[src/rtl/ecc_err_pkg.sv]
package ecc_err_pkg;
  localparam int REG_AW = 4;
  localparam int FLAG_SBE = 0;
  localparam int FLAG_MBE = 1;

  typedef enum logic [REG_AW-1:0] {
    IDX_DETECT  = 4'd0,
    IDX_DISABLE = 4'd1,
    IDX_INT_EN  = 4'd2,
    IDX_SBE     = 4'd3,
    IDX_CAP_DHI = 4'd4,
    IDX_CAP_DLO = 4'd5,
    IDX_CAP_ECC = 4'd6,
    IDX_CAP_ALO = 4'd7,
    IDX_CAP_AHI = 4'd8,
    IDX_INJ_DHI = 4'd9,
    IDX_INJ_DLO = 4'd10,
    IDX_INJ_CTL = 4'd11
  } reg_idx_e;
endpackage

[src/rtl/ecc_sbe_thresh.sv]
module ecc_sbe_thresh #(
  parameter int CNT_W = 8
) (
  input  logic             clk_i,
  input  logic             rst_ni,
  input  logic             event_i,
  input  logic [CNT_W-1:0] thr_i,
  output logic             hit_o,
  output logic [CNT_W-1:0] cnt_o
);
  logic [CNT_W-1:0] cnt_q;
  logic [CNT_W:0]   nxt;
  logic [CNT_W-1:0] eff_thr;

  assign nxt     = {1'b0, cnt_q} + 1'b1;
  assign eff_thr = (thr_i == '0) ? CNT_W'(1) : thr_i;
  assign hit_o   = event_i && (nxt >= {1'b0, eff_thr});
  assign cnt_o   = cnt_q;

  always_ff @(posedge clk_i or negedge rst_ni) begin
    if (!rst_ni)      cnt_q <= '0;
    else if (event_i) cnt_q <= hit_o ? '0 : nxt[CNT_W-1:0];
  end

  a_r7_count_clears_on_hit: assert property (@(posedge clk_i) disable iff (!rst_ni)
    hit_o |=> cnt_q == '0);
  a_r7_idle_holds_count: assert property (@(posedge clk_i) disable iff (!rst_ni)
    !event_i |=> $stable(cnt_q));
endmodule

[src/rtl/ecc_cap_bank.sv]
module ecc_cap_bank #(
  parameter int DATA_W = 64,
  parameter int ECC_W  = 16,
  parameter int ADDR_W = 64
) (
  input  logic              clk_i,
  input  logic              rst_ni,
  input  logic              load_i,
  input  logic              narrow_i,
  input  logic [DATA_W-1:0] data_i,
  input  logic [ECC_W-1:0]  ecc_i,
  input  logic [ADDR_W-1:0] addr_i,
  output logic [DATA_W-1:0] data_o,
  output logic [ECC_W-1:0]  ecc_o,
  output logic [ADDR_W-1:0] addr_o
);
  localparam int WIDE_ECC = ECC_W / 2;

  logic [ECC_W-1:0] ecc_m;

  // upper half of the check bits only carries meaning on a narrow bus
  for (genvar i = 0; i < ECC_W; i++) begin : g_mask
    if (i < WIDE_ECC) begin : g_lo
      assign ecc_m[i] = ecc_i[i];
    end else begin : g_hi
      assign ecc_m[i] = ecc_i[i] & narrow_i;
    end
  end

  always_ff @(posedge clk_i or negedge rst_ni) begin
    if (!rst_ni) begin
      data_o <= '0;
      ecc_o  <= '0;
      addr_o <= '0;
    end else if (load_i) begin
      data_o <= data_i;
      ecc_o  <= ecc_m;
      addr_o <= addr_i;
    end
  end

  a_r5_hold_without_load: assert property (@(posedge clk_i) disable iff (!rst_ni)
    !load_i |=> $stable(data_o) && $stable(ecc_o) && $stable(addr_o));
  a_r6_wide_mask: assert property (@(posedge clk_i) disable iff (!rst_ni)
    load_i && !narrow_i |=> ecc_o[ECC_W-1:WIDE_ECC] == '0);
endmodule

[src/rtl/ecc_err_regs.sv]
module ecc_err_regs
  import ecc_err_pkg::*;
#(
  parameter int DATA_W = 64,
  parameter int ECC_W  = 16,
  parameter int ADDR_W = 64,
  parameter int CNT_W  = 8
) (
  input  logic              clk_i,
  input  logic              rst_ni,
  input  logic              wr_en_i,
  input  logic [REG_AW-1:0] addr_i,
  input  logic [31:0]       wdata_i,
  output logic [31:0]       rdata_o,
  input  logic              narrow_bus_i,
  input  logic              err_valid_i,
  input  logic              err_sbe_i,
  input  logic              err_mbe_i,
  input  logic [DATA_W-1:0] err_data_i,
  input  logic [ECC_W-1:0]  err_ecc_i,
  input  logic [ADDR_W-1:0] err_addr_i,
  output logic [DATA_W-1:0] inj_data_o,
  output logic [31:0]       inj_ctrl_o,
  output logic              irq_o
);
  localparam int HALF = 32;
  localparam int THR_LSB = 16;

  logic [1:0]        det_q, det_d, dis_q, ien_q, set_vec, clr_vec;
  logic [CNT_W-1:0]  thr_q, cnt;
  logic [HALF-1:0]   inj_hi_q, inj_lo_q, inj_ctl_q;
  logic              sbe_ev, mbe_ev, sbe_hit, cap_load;
  logic [DATA_W-1:0] cap_data;
  logic [ECC_W-1:0]  cap_ecc;
  logic [ADDR_W-1:0] cap_addr;

  function automatic logic wr_hit(input logic [REG_AW-1:0] a, input reg_idx_e idx);
    return a == idx;
  endfunction

  assign sbe_ev = err_valid_i && err_sbe_i && !dis_q[FLAG_SBE];
  assign mbe_ev = err_valid_i && err_mbe_i && !dis_q[FLAG_MBE];

  ecc_sbe_thresh #(.CNT_W(CNT_W)) u_thresh (
    .clk_i  (clk_i),
    .rst_ni (rst_ni),
    .event_i(sbe_ev),
    .thr_i  (thr_q),
    .hit_o  (sbe_hit),
    .cnt_o  (cnt)
  );

  always_comb begin
    set_vec           = '0;
    set_vec[FLAG_SBE] = sbe_hit;
    set_vec[FLAG_MBE] = mbe_ev;
    clr_vec = (wr_en_i && wr_hit(addr_i, IDX_DETECT)) ? wdata_i[1:0] : 2'b00;
    det_d   = (det_q & ~clr_vec) | set_vec;
  end

  // first error wins: capture only from an idle detect register
  assign cap_load = (set_vec != '0) && (det_q == '0);

  ecc_cap_bank #(.DATA_W(DATA_W), .ECC_W(ECC_W), .ADDR_W(ADDR_W)) u_cap (
    .clk_i   (clk_i),
    .rst_ni  (rst_ni),
    .load_i  (cap_load),
    .narrow_i(narrow_bus_i),
    .data_i  (err_data_i),
    .ecc_i   (err_ecc_i),
    .addr_i  (err_addr_i),
    .data_o  (cap_data),
    .ecc_o   (cap_ecc),
    .addr_o  (cap_addr)
  );

  always_ff @(posedge clk_i or negedge rst_ni) begin
    if (!rst_ni) begin
      det_q     <= '0;
      dis_q     <= '0;
      ien_q     <= '0;
      thr_q     <= '0;
      inj_hi_q  <= '0;
      inj_lo_q  <= '0;
      inj_ctl_q <= '0;
    end else begin
      det_q <= det_d;
      if (wr_en_i) begin
        if (wr_hit(addr_i, IDX_DISABLE)) dis_q     <= wdata_i[1:0];
        if (wr_hit(addr_i, IDX_INT_EN))  ien_q     <= wdata_i[1:0];
        if (wr_hit(addr_i, IDX_SBE))     thr_q     <= wdata_i[THR_LSB +: CNT_W];
        if (wr_hit(addr_i, IDX_INJ_DHI)) inj_hi_q  <= wdata_i;
        if (wr_hit(addr_i, IDX_INJ_DLO)) inj_lo_q  <= wdata_i;
        if (wr_hit(addr_i, IDX_INJ_CTL)) inj_ctl_q <= wdata_i;
      end
    end
  end

  always_comb begin
    rdata_o = '0;
    case (addr_i)
      IDX_DETECT:  rdata_o = {30'd0, det_q};
      IDX_DISABLE: rdata_o = {30'd0, dis_q};
      IDX_INT_EN:  rdata_o = {30'd0, ien_q};
      IDX_SBE:     rdata_o = (32'(thr_q) << THR_LSB) | 32'(cnt);
      IDX_CAP_DHI: rdata_o = cap_data[DATA_W-1:HALF];
      IDX_CAP_DLO: rdata_o = cap_data[HALF-1:0];
      IDX_CAP_ECC: rdata_o = 32'(cap_ecc);
      IDX_CAP_ALO: rdata_o = cap_addr[HALF-1:0];
      IDX_CAP_AHI: rdata_o = cap_addr[ADDR_W-1:HALF];
      IDX_INJ_DHI: rdata_o = inj_hi_q;
      IDX_INJ_DLO: rdata_o = inj_lo_q;
      IDX_INJ_CTL: rdata_o = inj_ctl_q;
      default:     rdata_o = '0;
    endcase
  end

  assign inj_data_o = {inj_hi_q, inj_lo_q};
  assign inj_ctrl_o = inj_ctl_q;
  assign irq_o      = |(det_q & ien_q);

  a_r3_sbe_flag_sticky: assert property (@(posedge clk_i) disable iff (!rst_ni)
    det_q[FLAG_SBE] && !(wr_en_i && addr_i == IDX_DETECT && wdata_i[FLAG_SBE]) |=> det_q[FLAG_SBE]);
  a_r3_set_beats_clear: assert property (@(posedge clk_i) disable iff (!rst_ni)
    mbe_ev |=> det_q[FLAG_MBE]);
  a_r8_mbe_disabled: assert property (@(posedge clk_i) disable iff (!rst_ni)
    err_valid_i && dis_q[FLAG_MBE] && !det_q[FLAG_MBE] |=> !det_q[FLAG_MBE]);
  a_r9_irq_needs_enable: assert property (@(posedge clk_i) disable iff (!rst_ni)
    irq_o |-> (ien_q != '0) && (det_q != '0));
endmodule

[config.mk]
export PLATFORM = sky130hd
export DESIGN_NAME = ecc_err_regs
export DESIGN_NICKNAME = d
export VERILOG_FILES = /design/src/rtl/ecc_err_pkg.sv /design/src/rtl/ecc_sbe_thresh.sv /design/src/rtl/ecc_cap_bank.sv /design/src/rtl/ecc_err_regs.sv
export SDC_FILE = /design/constraint.sdc
export NUM_CORES = 1
export LEC_CHECK = 0
export BUFFER_PORTS_ARGS = -buffer_cell sky130_fd_sc_hd__buf_2
export CORE_ASPECT_RATIO = 1.25
export CORE_MARGIN = 4
export CORE_UTILIZATION = 58
export CTS_CLUSTER_SIZE = 24
export DETAILED_ROUTE_END_ITERATION = 8
export GPL_TIMING_DRIVEN = 0
export PLACE_DENSITY_LB_ADDON = 0.15
export SLEW_MARGIN = 20
export SYNTH_ARGS = -nofsm -noshare
export SYNTH_HDL_FRONTEND = slang
export SYNTH_HIERARCHICAL = 1
export SYNTH_SLANG_ARGS = --single-unit
[constraint.sdc]
create_clock -name clk_i -period 6.7 [get_ports clk_i]
set_input_delay 1.34 -clock clk_i [delete_from_list [all_inputs] [get_ports clk_i]]
set_output_delay 1.34 -clock clk_i [all_outputs]
set_load 0.01 [all_outputs]
### Word level (Yosys, flattened, before mapping)

Index checks and enable logic that the tools add are counted.

* flip-flop bits (word level): 262
* bits of input ports: 187
* output and inout port bits: 129
* word-level logic and storage cells: 61

* add/sub/neg operators: 1
* order comparisons: 1
* equality and inequality tests: 11
* muxes and demuxes: 4
* bitwise operators: 13
* reductions and logical operators: 20

Operators by type and width (count)
* 32-bit case mux with 12 select lines: 1
* 24-bit by 8-bit OR with 24-bit output: 1
* 4-bit by 3-bit == test with 1-bit output (second input constant): 4
* 4-bit == test (second input constant): 4
* 8-bit 2-to-1 mux: 2
* 2-bit AND reduction: 6
* 8-bit by 1-bit adder with 9-bit output (second input constant): 1
* 9-bit by 8-bit >= comparator with 1-bit output: 1
* 1-bit AND: 8
* 4-bit by 2-bit == test with 1-bit output (second input constant): 2
* 8-bit logical NOT: 1
* 1-bit logical AND: 7
* 2-bit AND: 2
* 4-bit by 1-bit == test with 1-bit output (second input constant): 1
* 4-bit logical NOT: 1
* 1-bit logical NOT: 2
* 2-bit logical NOT: 1
* 2-bit 2-to-1 mux: 1
* 2-bit NOT: 1
* 2-bit OR: 1
* 2-bit nonzero test: 1
* 2-bit OR reduction: 1

### Logic depth before layout (Yosys ltp)

Gate-level depths: netlist of run 1.

* depth in word-level cells: 6
* gate-level depth with buffers: 17
* depth with buffers taken out: 13

### By module

Netlist of run 1, hierarchy kept.

Modules (own cells, without submodules)
* ecc_err_regs: times used 1, cells an instance 546, area each 6705.2 um2, sequential area each 2752.6 um2
* ecc_cap_bank: times used 1, cells an instance 322, area each 5630.4 um2, sequential area each 3603.5 um2
* ecc_sbe_thresh: times used 1, cells an instance 95, area each 828.3 um2, sequential area each 200.2 um2

### Worst setup path after synthesis of run 1

No wires, ideal clock.

* path type: input -> output
* start point: input port addr_i[0]
* end point: output port rdata_o[6]
* data arrival time: 2.458 ns
* required time: 5.360 ns
* path slack: 2.902 ns
* stages: 5
* path buffers: 2
* path through: buf_6 and3b_1 buf_6 a221o_1 a221o_1

* cells in the longest elaborated chain, start to end: 2
* elaborated cells on any way between the ends: 13
* classes of those cells: eq/ne: 11; mux: 1; reduce/logical: 1

RTL lines
* from (decl): line ecc_err_regs.sv:12 `input logic [REG_AW-1:0] addr_i,`
* 4-bit == test (tied with other cells): line ecc_err_regs.sv:101 `case (addr_i)`
* 32-bit case mux with 12 select lines *: line ecc_err_regs.sv:101
* to (decl): line ecc_err_regs.sv:14 `output logic [31:0] rdata_o,`

Mark *: on every way between the ends. The rest lies on a longest branch, timed or not.

### Worst setup path in the final report of run 1

* start point: input port addr_i[2]
* end point: output port rdata_o[2]

Same word-level chain as after synthesis.

==> Flow_metrics.wiki, run 1 <==
{| class="wikitable"
! Metric !! Value
|-
| Switch Pwr || between 1.5 and 2 mW
|-
| Detailed Routing Iterations Pass 1 || 5
|-
| Worst VDD drop || about 310 uV
|-
| Transition time of the tightest slew-check pin || around 1100 ps
|-
| PortBufs || 314
|-
| Number of flip-flops and latches in the synthesized netlist || 262
|-
| Fill cell total of the finished layout || between 1500 and 2000
|-
| Clock-pin slew reported for the worst setup and hold paths after clock tree synthesis || roughly 50 ps
|-
| Iteration-0 DRC count of the detailed router || 793
|-
| Average wire length per cell after detail routing || between 20 and 30 um
|-
| Number of library cell types mapped by synthesis || 66
|-
| Overall die area || 25200 um^2
|-
| Worst-path cell chain || buf_2, buf_4, nand2b_1, nor3_2, a222oi_1, o21ai_1, buf_2
|-
| Total via count in the routed design || between 10000 and 15000
|-
| Most frequent cell on the critical path || buf_2
|-
| Worst hold slack || 504 ps
|-
| Portion of total power attributed to sequential cells || 44.3%
|-
| Worst Path Class, Setup || primary input to output pin
|-
| Setup TNS || 0 ps
|-
| Cell type with the highest aggregate area in the netlist || dfrtp_1
|-
| Worst EP arrival || about 3600 ps
|-
| Final std cells w/o fill || between 1500 and 2000
|-
| Most used standard cell by instance count after synthesis || dfrtp_1
|-
| Share of Yosys cell area claimed by the top area cell type || roughly 50%
|-
| Post-synthesis instance total || ~960
|-
| Final net count || about 1500
|-
| Depth of the most critical reg-to-reg path || 15
|-
| Min-Delay Path Class || flop to flop
|-
| Initial antenna violation count || 2
|-
| Net count of the mapped netlist || around 1200
|-
| Clock buffer count from CTS || 28
|-
| Hold-fix buffer count after cts || 0
|-
| Layout Area Growth over Synthesis || 23.0%
|-
| Status || finished, final reports clean
|-
| Critical R2R Launch || u_thresh/cnt_o[0]$_DFFE_PN0P_
|-
| Clock tree buffer depth || 3
|-
| Number of placed instances with taps included || about 1600
|-
| Buffers inserted during post-CTS setup optimization || 0
|-
| Final Hold Vio Count || 0
|-
| Synth cell count leaders || dfrtp_1, mux2_2, mux2_4
|-
| Upper clock frequency limit || between 200 and 250 MHz
|-
| Count of synthesis-stage warnings from yosys || 6
|-
| Final worst path period need || 4910 ps
|-
| GRT Overall Usage || 35.6%
|-
| RSZ-0062 raised after global routing || false
|-
| Final weighted congestion in routability-driven placement || roughly 0.94
|-
| Hold Startpoint || u_cap/addr_o[13]$_DFFE_PN0P_
|-
| Biggest fanout along the worst timing path || 10
|-
| Max_cap viols || 0
|-
| Critical Path End Type || output pin
|-
| Number of slew-limit violations in the final report || 0
|-
| Largest net degree at the start of global routing || 90
|-
| Most used DFF post-synth || dfrtp_1
|-
| Number of global-route vias before repair || about 11000
|-
| Hold path depth || 1
|-
| Horizontal extent of the die || 143 um
|-
| Relative slew slack || between 20 and 30%
|-
| Top delay family on crit path || simple AND/OR/NAND/NOR gates
|-
| Ratio of routed vias to standard cells || between 6 and 7
|-
| Die Y || about 180 um
|-
| Async SR Flop Fraction || between 90% and 100%
|-
| Effective utilization at floorplan || about three fifths
|-
| DRC viols || 0
|-
| Number of placement rows || 61
|-
| Worst clock skew on the final layout || between 10 and 15 ps
|-
| Number of nets still failing antenna checks after routing || 0
|-
| Clock tree from TritonCTS || yes
|-
| Area contributors post-synth || dfrtp_1, mux2_4, mux2_2
|-
| Cell Pwr Density || about 370 nW/um^2
|-
| Clock sink count || between 200 and 300
|-
| Area used by sequential logic in the layout || ~6600 um^2
|-
| Slowest cell on the critical path || nor3_2
|-
| LEAKAGE || between 7 and 8 nW
|-
| Required time at the endpoint of the critical path || approximately 5400 ps
|-
| Cells resized by post-CTS repair || 0
|-
| Mean instance size in the synthesized netlist || between 10 and 15 um^2
|-
| Sum of net half-perimeters after detailed placement || 32.1 mm
|-
| Longest individual stage delay on the worst path || 880 ps
|-
| Internal Dissipation || slightly above 4 mW
|-
| EDFF count, synth || 0
|-
| Relative contribution of the clock network to total power || ~28%
|-
| Clock root buffer || clkbuf_16
|-
| Category of the worst setup path launch point || primary input
|-
| Area of the placeable core || between 20000 and 25000 um^2
|-
| Skew-Pair Late Insertion Delay || ~550 ps
|-
| Total detailed-routing wirelength || about 45 mm
|-
| # H-tree levels || 1
|-
| Wire length of the first global-routing pass || approximately 66 mm
|-
| Number of buffers and inverters on the critical path || 3
|-
| Multi-input combinational cell area || ~5900 um^2
|-
| Boundary pin count || about 320
|-
| Crit path depth || 7
|-
| Fraction of final layout cells with drive strength greater than 1 || between 50% and 60%
|-
| Combinational power share || 27.3%
|-
| Share of the yosys chip area belonging to registers || between 40% and 50%
|-
| Switching Share || between 20% and 30%
|-
| Part of the cycle the worst path needs || 73.2%
|-
| Remaining global-route overflow || 0
|-
| Critical Path Source || addr_i[2]
|-
| Final setup violation count || 0
|-
| Combined area of all synthesized cells || 13200 um^2
|}
==> kinds of logic after synthesis <==
| kind of cell | after synthesis | synth area share, % |
|---|---|---|
| buffers and inverters | 95 | 5.16 |
| flip-flops | 262 | 49.8 |
| XOR/XNOR | 9 | 0.599 |
| multiplexers | 276 | 27.2 |
| adder cells (fa/ha/maj) | 9 | 0.855 |
| AND/OR/NAND/NOR | 119 | 5.00 |
| AO/OA/AOI/OAI | 193 | 11.4 |
==> layout by cell type, fill, tap and decap left out, drive strengths merged, types with 4 or more instances in the layout <==
cell    count
buf       385
dfrtp     262
mux2      258
clkbuf     43
nand2      32
o21ai      29
a22o       28
a221oi     27
a22oi      26
inv        21
nand3      20
nor2       19
mux2i      16
a21oi      13
a32oi      12
ha          9
nor3        8
clkinv      8
nor2b       8
a221o       7
o22ai       7
o211ai      6
a31oi       6
a21o        6
and2        6
a222oi      5
bufinv      5
xor2        5
and3        5
nor3b       5
and3b       4
o221ai      4
o21a        4
xnor2       4
==> worst paths after layout <==
check | end | slack [ps]
setup reg to reg | u_cap/addr_o[12]$_DFFE_PN0P_ | 2720
setup / recovery | rdata_o[2] | 1790
min in group asynchronous | u_cap/addr_o[39]$_DFFE_PN0P_ | 660
hold reg to reg | u_cap/addr_o[13]$_DFFE_PN0P_ | 500
hold / removal | u_cap/addr_o[13]$_DFFE_PN0P_ | 500
max in group asynchronous | u_cap/addr_o[63]$_DFFE_PN0P_ | 5010
==> per-layer routing <==
metal | track usage, % | part of all wire (%) | wire (um) | vias up
li1 | - | - | - | 4319
met1 | 45.8 | 38 | 17500 | 5196
met2 | 57.8 | 48 | 21600 | 609
met3 | 6.80 | 9.1 | 4130 | 118
met4 | 17.2 | 4.9 | 2250 | 0
met5 | 0 | 0 | 0 | -
==> cell type report <==
class | count | area share [%]
flip-flops and latches | 262 | 40.5
repair buffers | 317 | 10.3
clock inverters | 16 | 1.35
clock buffers | 35 | 4.81
diodes | 3 | 0.0464
well taps | 283 | 2.19
inverters | 19 | 0.441
plain buffers | 76 | 3.76
multi-input cells | 606 | 36.6
==> sequential cells by signal, indices dropped and copies added, names as in the netlist <==
name and flops:
u_cap/addr_o 64, u_cap/data_o 64, inj_ctrl_o 32, inj_hi_q 32, inj_lo_q 32, u_cap/ecc_o 16, thr_q 8, u_thresh/cnt_o 8
det_q 2, dis_q 2, ien_q 2
==> power groups by stage <==
stage	registers, mW	logic, mW	clock network (mW)
after floorplan	2.55	1.06	0
after global placement	2.60	1.54	0
after detailed placement	2.62	1.59	0
after CTS	2.61	1.61	1.69
after global routing	2.69	1.73	1.75
final	2.62	1.61	1.68
==> metrics by stage <==
stage                     area (um^2)  power (mW)  utilization [%]  worst slack, ps
after floorplan                 13200        3.61                -             2900
after global placement          15100        4.14             67.7             -452
after detailed placement        15200        4.21             68.1             1930
after CTS                       16200        5.90             72.6             1900
after global routing            16200        6.17             72.6             1820
final                           16200        5.92             72.6             1790
(Power assumes the default switching activity.)
==> inputs of run 2 (changes only) <==
CORE_UTILIZATION = 49   (was 58)
clock period = 4.5 ns   (was 6.7 ns; I/O delays follow)
==> run 2 against run 1 <==
Compared with the run above: via count is 2.2% lower; sequential power is 48% higher; critical endpoint is now rdata_o[23]; utilization is 11 points lower; clock skew is 13 ps higher; final cell count is 3.5% higher; non-clock buffer count stayed put; critical path depth stayed put; hold slack worse by 250 ps.
==> Flow_metrics.wiki, run 2 (synthesized netlist as in run 1, its figures left out) <==
{| class="wikitable"
! Metric !! Value
|-
| Setup TNS || 0 ps (unchanged)
|-
| Largest net degree at the start of global routing || 84 (was 90)
|-
| Worst slack after detailed placement || 549 ps (was 1930 ps)
|-
| Number of placement rows || 66 (was 61)
|-
| Part of the cycle the worst path needs || between 90% and 100%
|-
| Top delay family on crit path || simple AND/OR/NAND/NOR gates (unchanged)
|-
| Die Y || 191 um (was 176 um)
|-
| RSZ-0062 raised after global routing || false (unchanged)
|-
| Wire length of the first global-routing pass || 67.2 mm (was 66.4 mm)
|-
| Fraction of final layout cells with drive strength greater than 1 || 52.6% (was 52.9%)
|-
| Final net count || 1506 (unchanged)
|-
| Commonest non-fill, non-tap cell in the layout || buf_2 (unchanged)
|-
| Number of global-route vias before repair || 10300 (was 10800)
|-
| Worst VDD drop || 347 uV (was 306 uV)
|-
| Critical Path End Type || output pin (unchanged)
|-
| Biggest fanout along the worst timing path || 10 (unchanged)
|-
| Placed Area || 15300 um^2 (was 15200 um^2)
|-
| LEAKAGE || 7.75 nW (was 7.78 nW)
|-
| Upper clock frequency limit || approximately 250 MHz
|-
| Initial antenna violation count || 4 (was 2)
|-
| Clock root buffer || clkbuf_16 (unchanged)
|-
| # H-tree levels || 1 (unchanged)
|-
| Cells resized by post-CTS repair || 0 (unchanged)
|-
| Remaining global-route overflow || 0 (unchanged)
|-
| Status || finished, final reports clean (unchanged)
|-
| Buffers inserted during post-CTS setup optimization || 0 (unchanged)
|-
| Total non-filler cell area in the finished layout || 16200 um^2 (about the same)
|-
| Transition time of the tightest slew-check pin || 1130 ps (was 1070 ps)
|-
| Number of buffers and inverters on the critical path || 3 (unchanged)
|-
| DRC viols || 0 (unchanged)
|-
| Clock tree buffer depth || 3 (unchanged)
|-
| Fill cell total of the finished layout || 2191 (was 1555)
|-
| Detailed Routing Iterations Pass 1 || 7 (was 5)
|-
| Final worst path period need || a little over 4000 ps
|-
| Clock tree from TritonCTS || yes (unchanged)
|-
| GRT Overall Usage || 30.5% (was 35.6%)
|-
| Sum of net half-perimeters after detailed placement || 33.2 mm (was 32.1 mm)
|-
| Layout Area Growth over Synthesis || 23.2% (was 23.0%)
|-
| Cell Pwr Density || 536 nW/um^2 (was 365 nW/um^2)
|-
| Relative slew slack || 24.1% (was 28.2%)
|-
| Number of placed instances with taps included || 1620 (was 1563)
|-
| Category of the worst setup path launch point || primary input (unchanged)
|-
| Slowest cell on the critical path || nor3_2 (unchanged)
|-
| Total detailed-routing wirelength || 46.1 mm (was 45.5 mm)
|-
| Skew-Pair Late Insertion Delay || 560 ps (was 550 ps)
|-
| Final setup violation count || 0 (unchanged)
|-
| Hold-fix buffer count after cts || 0 (unchanged)
|-
| Clock sink count || 262 (unchanged)
|-
| Required time at the endpoint of the critical path || 3600 ps (was 5360 ps)
|-
| Worst EP arrival || 3160 ps (was 3570 ps)
|-
| Worst clock skew on the final layout || 26.1 ps (was 12.8 ps)
|-
| Final std cells w/o fill || 1673 (was 1617)
|-
| Area of the placeable core || 26300 um^2 (was 22300 um^2)
|-
| Min-Delay Path Class || primary input to asynchronous set/reset pin (was flop to flop)
|-
| Longest individual stage delay on the worst path || 910 ps (was 880 ps)
|-
| Ratio of routed vias to standard cells || 5.99 (was 6.33)
|-
| Iteration-0 DRC count of the detailed router || 769 (was 793)
|-
| Largest registers || u_cap/addr_o x64, u_cap/data_o x64 (unchanged)
|-
| Worst Path Class, Setup || primary input to output pin (unchanged)
|-
| Most frequent cell on the critical path || buf_2 (unchanged)
|-
| Clock buffer count from CTS || 28 (unchanged)
|-
| Clock-pin slew reported for the worst setup and hold paths after clock tree synthesis || 60 ps (was 50 ps)
|-
| PortBufs || 314 (unchanged)
|-
| Final weighted congestion in routability-driven placement || 0.894 (was 0.936)
|-
| Worst-path cell chain || buf_2, buf_4, nand2b_1, nor3_2, a222oi_1, o21ai_1, buf_2 (unchanged)
|-
| Max_cap viols || 0 (unchanged)
|-
| Number of nets still failing antenna checks after routing || 0 (unchanged)
|-
| Boundary pin count || 316 (unchanged)
|-
| Total via count in the routed design || 10000 (was 10200)
|-
| Depth of the most critical reg-to-reg path || 16 (was 15)
|-
| Number of slew-limit violations in the final report || 0 (unchanged)
|-
| Overall die area || 29600 um^2 (was 25200 um^2)
|-
| Effective utilization at floorplan || 50.1% (was 59.1%)
|-
| Final Hold Vio Count || 0 (unchanged)
|-
| Total chip power || 8.68 mW (was 5.92 mW)
|-
| Leading cell types in the layout, fill and taps excluded || buf_2, dfrtp_1, mux2_2 (unchanged)
|-
| Crit path depth || 7 (unchanged)
|-
| Average wire length per cell after detail routing || 27.5 um (was 28.1 um)
|-
| Horizontal extent of the die || 155 um (was 143 um)
|-
| Final setup margin || 437 ps (was 1790 ps)
|}
run 2: through the flow:
| stage | utilization (%) | hold WS [ps] |
|---|---|---|
| 2_1_floorplan | - | 473 |
| 3_3_place_gp | 57.7 | 487 |
| 3_5_place_dp | 58.1 | 492 |
| 4_1_cts | 61.7 | 269 |
| 5_1_grt | 61.7 | 291 |
| 6_report | 61.7 | 259 |
run 2: path summary, 6_finish.rpt:
check	from	endpoint	slack [ps]
worst min-delay path	rst_ni	inj_lo_q[13]$_DFFE_PN0P_	260
worst max register to register	u_thresh/cnt_o[0]$_DFFE_PN0P_	u_cap/ecc_o[4]$_DFFE_PN0P_	610
max in group asynchronous	rst_ni	u_cap/data_o[33]$_DFFE_PN0P_	3190
min in group clk_i	u_cap/addr_o[55]$_DFFE_PN0P_	u_cap/addr_o[55]$_DFFE_PN0P_	500
worst min register to register	u_cap/addr_o[55]$_DFFE_PN0P_	u_cap/addr_o[55]$_DFFE_PN0P_	500
worst max-delay path	addr_i[2]	rdata_o[23]	440
run 2: layout make-up:
class	count	area, um^2	area share, %
Tap cell	340	425	2.62
Clock inverter	8	133	0.818
Antenna cell	4	10.0	0.0617
Timing Repair Buffer	317	1660	10.3
Clock buffer	41	820	5.05
Buffer	76	608	3.75
Inverter	19	71.3	0.440
Sequential cell	262	6560	40.4
Multi-Input combinational cell	606	5930	36.6
run 2: where the power goes:
part	total, mW	switching, mW	leakage (nW)	internal (mW)
registers	3.89	0.626	3.23	3.26
clock network	2.40	0.969	0.464	1.43
logic	2.40	0.987	4.06	1.41
total	8.68	2.58	7.75	6.10
run 2: per-layer routing:
metal / global-route usage [%] / share of wire, % / vias up
met5: 0 / 0.028 / -
li1: - / - / 4329
met3: 4.53 / 6.6 / 91
met2: 50.0 / 48 / 465
met4: 12.1 / 4.2 / 2
met1: 40.9 / 41 / 5129
==> inputs of run 3 (changes only) <==
CORE_UTILIZATION = 54   (was 49)
MAX_ROUTING_LAYER = met4   (was unset)
clock period = 4.4 ns   (was 4.5 ns; I/O delays follow)
==> run 3 against run 2 <==
Compared with the run above: sequential cell count stayed put; clock power is 4% higher; final cell count is 0.66% lower; critical path type unchanged; critical endpoint is now rdata_o[2]; largest power group unchanged.
==> Flow_metrics.wiki, run 3 (synthesized netlist as in run 1, its figures left out) <==
{| class="wikitable"
! Metric !! Value
|-
| Status || finished, final reports clean (unchanged)
|-
| Combinational power share || 27.5% (was 27.6%)
|-
| Remaining global-route overflow || 0 (unchanged)
|-
| Largest registers || u_cap/addr_o x64, u_cap/data_o x64 (unchanged)
|-
| Detailed Routing Iterations Pass 1 || 8 (was 7)
|-
| Biggest fanout along the worst timing path || 10 (unchanged)
|-
| Fill cell total of the finished layout || 1826 (was 2191)
|-
| RSZ-0062 raised after global routing || false (unchanged)
|-
| Layout Area Growth over Synthesis || 23.3% (was 23.2%)
|-
| Average wire length per cell after detail routing || 27.5 um (about the same)
|-
| Overall die area || 27000 um^2 (was 29600 um^2)
|-
| Worst EP arrival || 3090 ps (was 3160 ps)
|-
| Boundary pin count || 316 (unchanged)
|-
| Critical R2R Launch || u_thresh/cnt_o[0]$_DFFE_PN0P_ (unchanged)
|-
| DRC viols || 0 (unchanged)
|-
| Cells resized by post-CTS repair || 0 (unchanged)
|-
| Ratio of routed vias to standard cells || 6.13 (was 5.99)
|-
| Min-Delay Path Class || primary input to asynchronous set/reset pin (unchanged)
|-
| Buffers inserted during post-CTS setup optimization || 0 (unchanged)
|-
| Largest net degree at the start of global routing || 76 (was 84)
|-
| Worst VDD drop || 359 uV (was 347 uV)
|-
| Reg-to-reg setup timing slack || 500 ps (was 610 ps)
|-
| Setup TNS || 0 ps (unchanged)
|-
| PortBufs || 314 (unchanged)
|-
| Transition time of the tightest slew-check pin || 1050 ps (was 1130 ps)
|-
| Worst slack after detailed placement || 544 ps (was 549 ps)
|-
| Total non-filler cell area in the finished layout || 16200 um^2 (about the same)
|-
| Final net count || 1506 (unchanged)
|-
| Number of placement rows || 63 (was 66)
|-
| Max_cap viols || 0 (unchanged)
|-
| Critical Path End Type || output pin (unchanged)
|-
| Met1 demand-to-capacity share in global routing || 44.1% (was 40.9%)
|-
| Upper clock frequency limit || around 250 MHz
|-
| GRT met2 Usage || 54.4% (was 50.0%)
|-
| Clock tree from TritonCTS || yes (unchanged)
|-
| Hold-fix buffer count after cts || 0 (unchanged)
|-
| Number of global-route vias before repair || 10600 (was 10300)
|-
| Final setup violation count || 0 (unchanged)
|-
| # H-tree levels || 1 (unchanged)
|-
| Worst clock skew on the final layout || 14.8 ps (was 26.1 ps)
|-
| Placed Area || 15200 um^2 (was 15300 um^2)
|-
| Wire length of the first global-routing pass || 66.9 mm (was 67.2 mm)
|-
| Final setup margin || 433 ps (was 437 ps)
|-
| Capturing point of the worst reg2reg path || u_cap/data_o[0]$_DFFE_PN0P_ (was u_cap/ecc_o[4]$_DFFE_PN0P_)
|-
| Part of the cycle the worst path needs || 90.2%
|-
| Relative contribution of the clock network to total power || 28.0% (was 27.6%)
|-
| Horizontal extent of the die || 148 um (was 155 um)
|-
| Relative slew slack || 29.4% (was 24.1%)
|-
| Total detailed-routing wirelength || 45.6 mm (was 46.1 mm)
|-
| Clock root buffer || clkbuf_16 (unchanged)
|-
| Final weighted congestion in routability-driven placement || 0.901 (was 0.894)
|-
| Sum of net half-perimeters after detailed placement || 33.1 mm (was 33.2 mm)
|-
| Worst hold slack || 243 ps (was 259 ps)
|-
| Die Y || 183 um (was 191 um)
|-
| Initial antenna violation count || 6 (was 4)
|-
| Skew-Pair Late Insertion Delay || 550 ps (was 560 ps)
|-
| Clock-pin slew reported for the worst setup and hold paths after clock tree synthesis || 60 ps (about the same)
|-
| Clock sink count || 262 (unchanged)
|-
| Number of slew-limit violations in the final report || 0 (unchanged)
|-
| Switch Pwr || 2.66 mW (was 2.58 mW)
|-
| Global-route met3 utilization || 5.69% (was 4.53%)
|-
| Internal Dissipation || 6.28 mW (was 6.10 mW)
|-
| Final design utilization || 67.9% (was 61.7%)
|-
| Commonest non-fill, non-tap cell in the layout || buf_2 (unchanged)
|-
| Area of the placeable core || 23900 um^2 (was 26300 um^2)
|-
| Category of the worst setup path launch point || primary input (unchanged)
|-
| LEAKAGE || 7.77 nW (was 7.75 nW)
|-
| Switching Share || 29.8% (was 29.7%)
|-
| Grt peak-use layer || met2 (unchanged)
|-
| Final Hold Vio Count || 0 (unchanged)
|-
| Required time at the endpoint of the critical path || 3520 ps (was 3600 ps)
|-
| Clock buffer count from CTS || 28 (unchanged)
|-
| Effective utilization at floorplan || 55.1% (was 50.1%)
|-
| Total via count in the routed design || 10200 (was 10000)
|-
| Fraction of final layout cells with drive strength greater than 1 || 52.7% (was 52.6%)
|-
| GRT Overall Usage || 34.2% (was 30.5%)
|-
| Multi-input combinational cell area || 5930 um^2 (unchanged)
|-
| Depth of the most critical reg-to-reg path || 16 (unchanged)
|-
| Portion of total power attributed to sequential cells || 44.5% (was 44.7%)
|-
| Final worst path period need || a little under 4000 ps
|-
| Clock tree buffer depth || 3 (unchanged)
|-
| Cell Pwr Density || 551 nW/um^2 (was 536 nW/um^2)
|-
| Number of nets still failing antenna checks after routing || 0 (unchanged)
|-
| Area used by sequential logic in the layout || 6560 um^2 (unchanged)
|-
| Leading cell types in the layout, fill and taps excluded || buf_2, dfrtp_1, mux2_2 (unchanged)
|-
| Worst Path Class, Setup || primary input to output pin (unchanged)
|-
| Iteration-0 DRC count of the detailed router || 840 (was 769)
|}
run 3: stage by stage:
stage,cells,power [mW]
floorplan,963,5.49
global placement,1602,6.32
detailed placement,1605,6.42
CTS,1655,8.94
global route,1661,9.34
finish,1662,8.95
run 3: area by class of cell:
cell class,instances,share of cell area [%]
clock buffer,38,4.93
tap,325,2.51
sequential,262,40.4
multi-input combinational,606,36.5
timing repair buffer,317,10.3
clock inverter,12,1.07
inverter,19,0.440
buffer,76,3.75
antenna,7,0.108
run 3: worst max-delay path, stage by stage:
cell	delay, ps
buf_2	170
buf_4	210
nand2b_1	350
nor3_2	830
a222oi_1	330
o21ai_1	150
buf_2	150
run 3: how the worst max path moves through the flow:
stage	to	cells after the start	slack, ps	from
5_1_grt	u_cap/data_o[0]$_DFFE_PN0P_	16	350	u_thresh/cnt_o[0]$_DFFE_PN0P_
3_5_place_dp	rdata_o[2]	7	540	addr_i[2]
6_report	rdata_o[2]	7	430	addr_i[2]
3_3_place_gp	u_cap/addr_o[29]$_DFFE_PN0P_	1	-2310	rst_ni
4_1_cts	rdata_o[2]	7	550	addr_i[2]
2_1_floorplan	u_cap/addr_o[62]$_DFFE_PN0P_	16	1210	u_thresh/cnt_o[0]$_DFFE_PN0P_
run 3: power groups by stage:
stage / sequential, mW / clock [mW] / combinational, mW
5_1_grt: 4.09 / 2.62 / 2.64
4_1_cts: 3.96 / 2.52 / 2.45
3_3_place_gp: 3.96 / 0 / 2.36
2_1_floorplan: 3.88 / 0 / 1.61
3_5_place_dp: 3.99 / 0 / 2.43
6_report: 3.98 / 2.50 / 2.46
run 3: layer usage:
layer,part of all wire [%],vias up
met5,0,-
met4,4.3,0
met3,8.2,121
met2,48,598
met1,40,5147
li1,-,4321
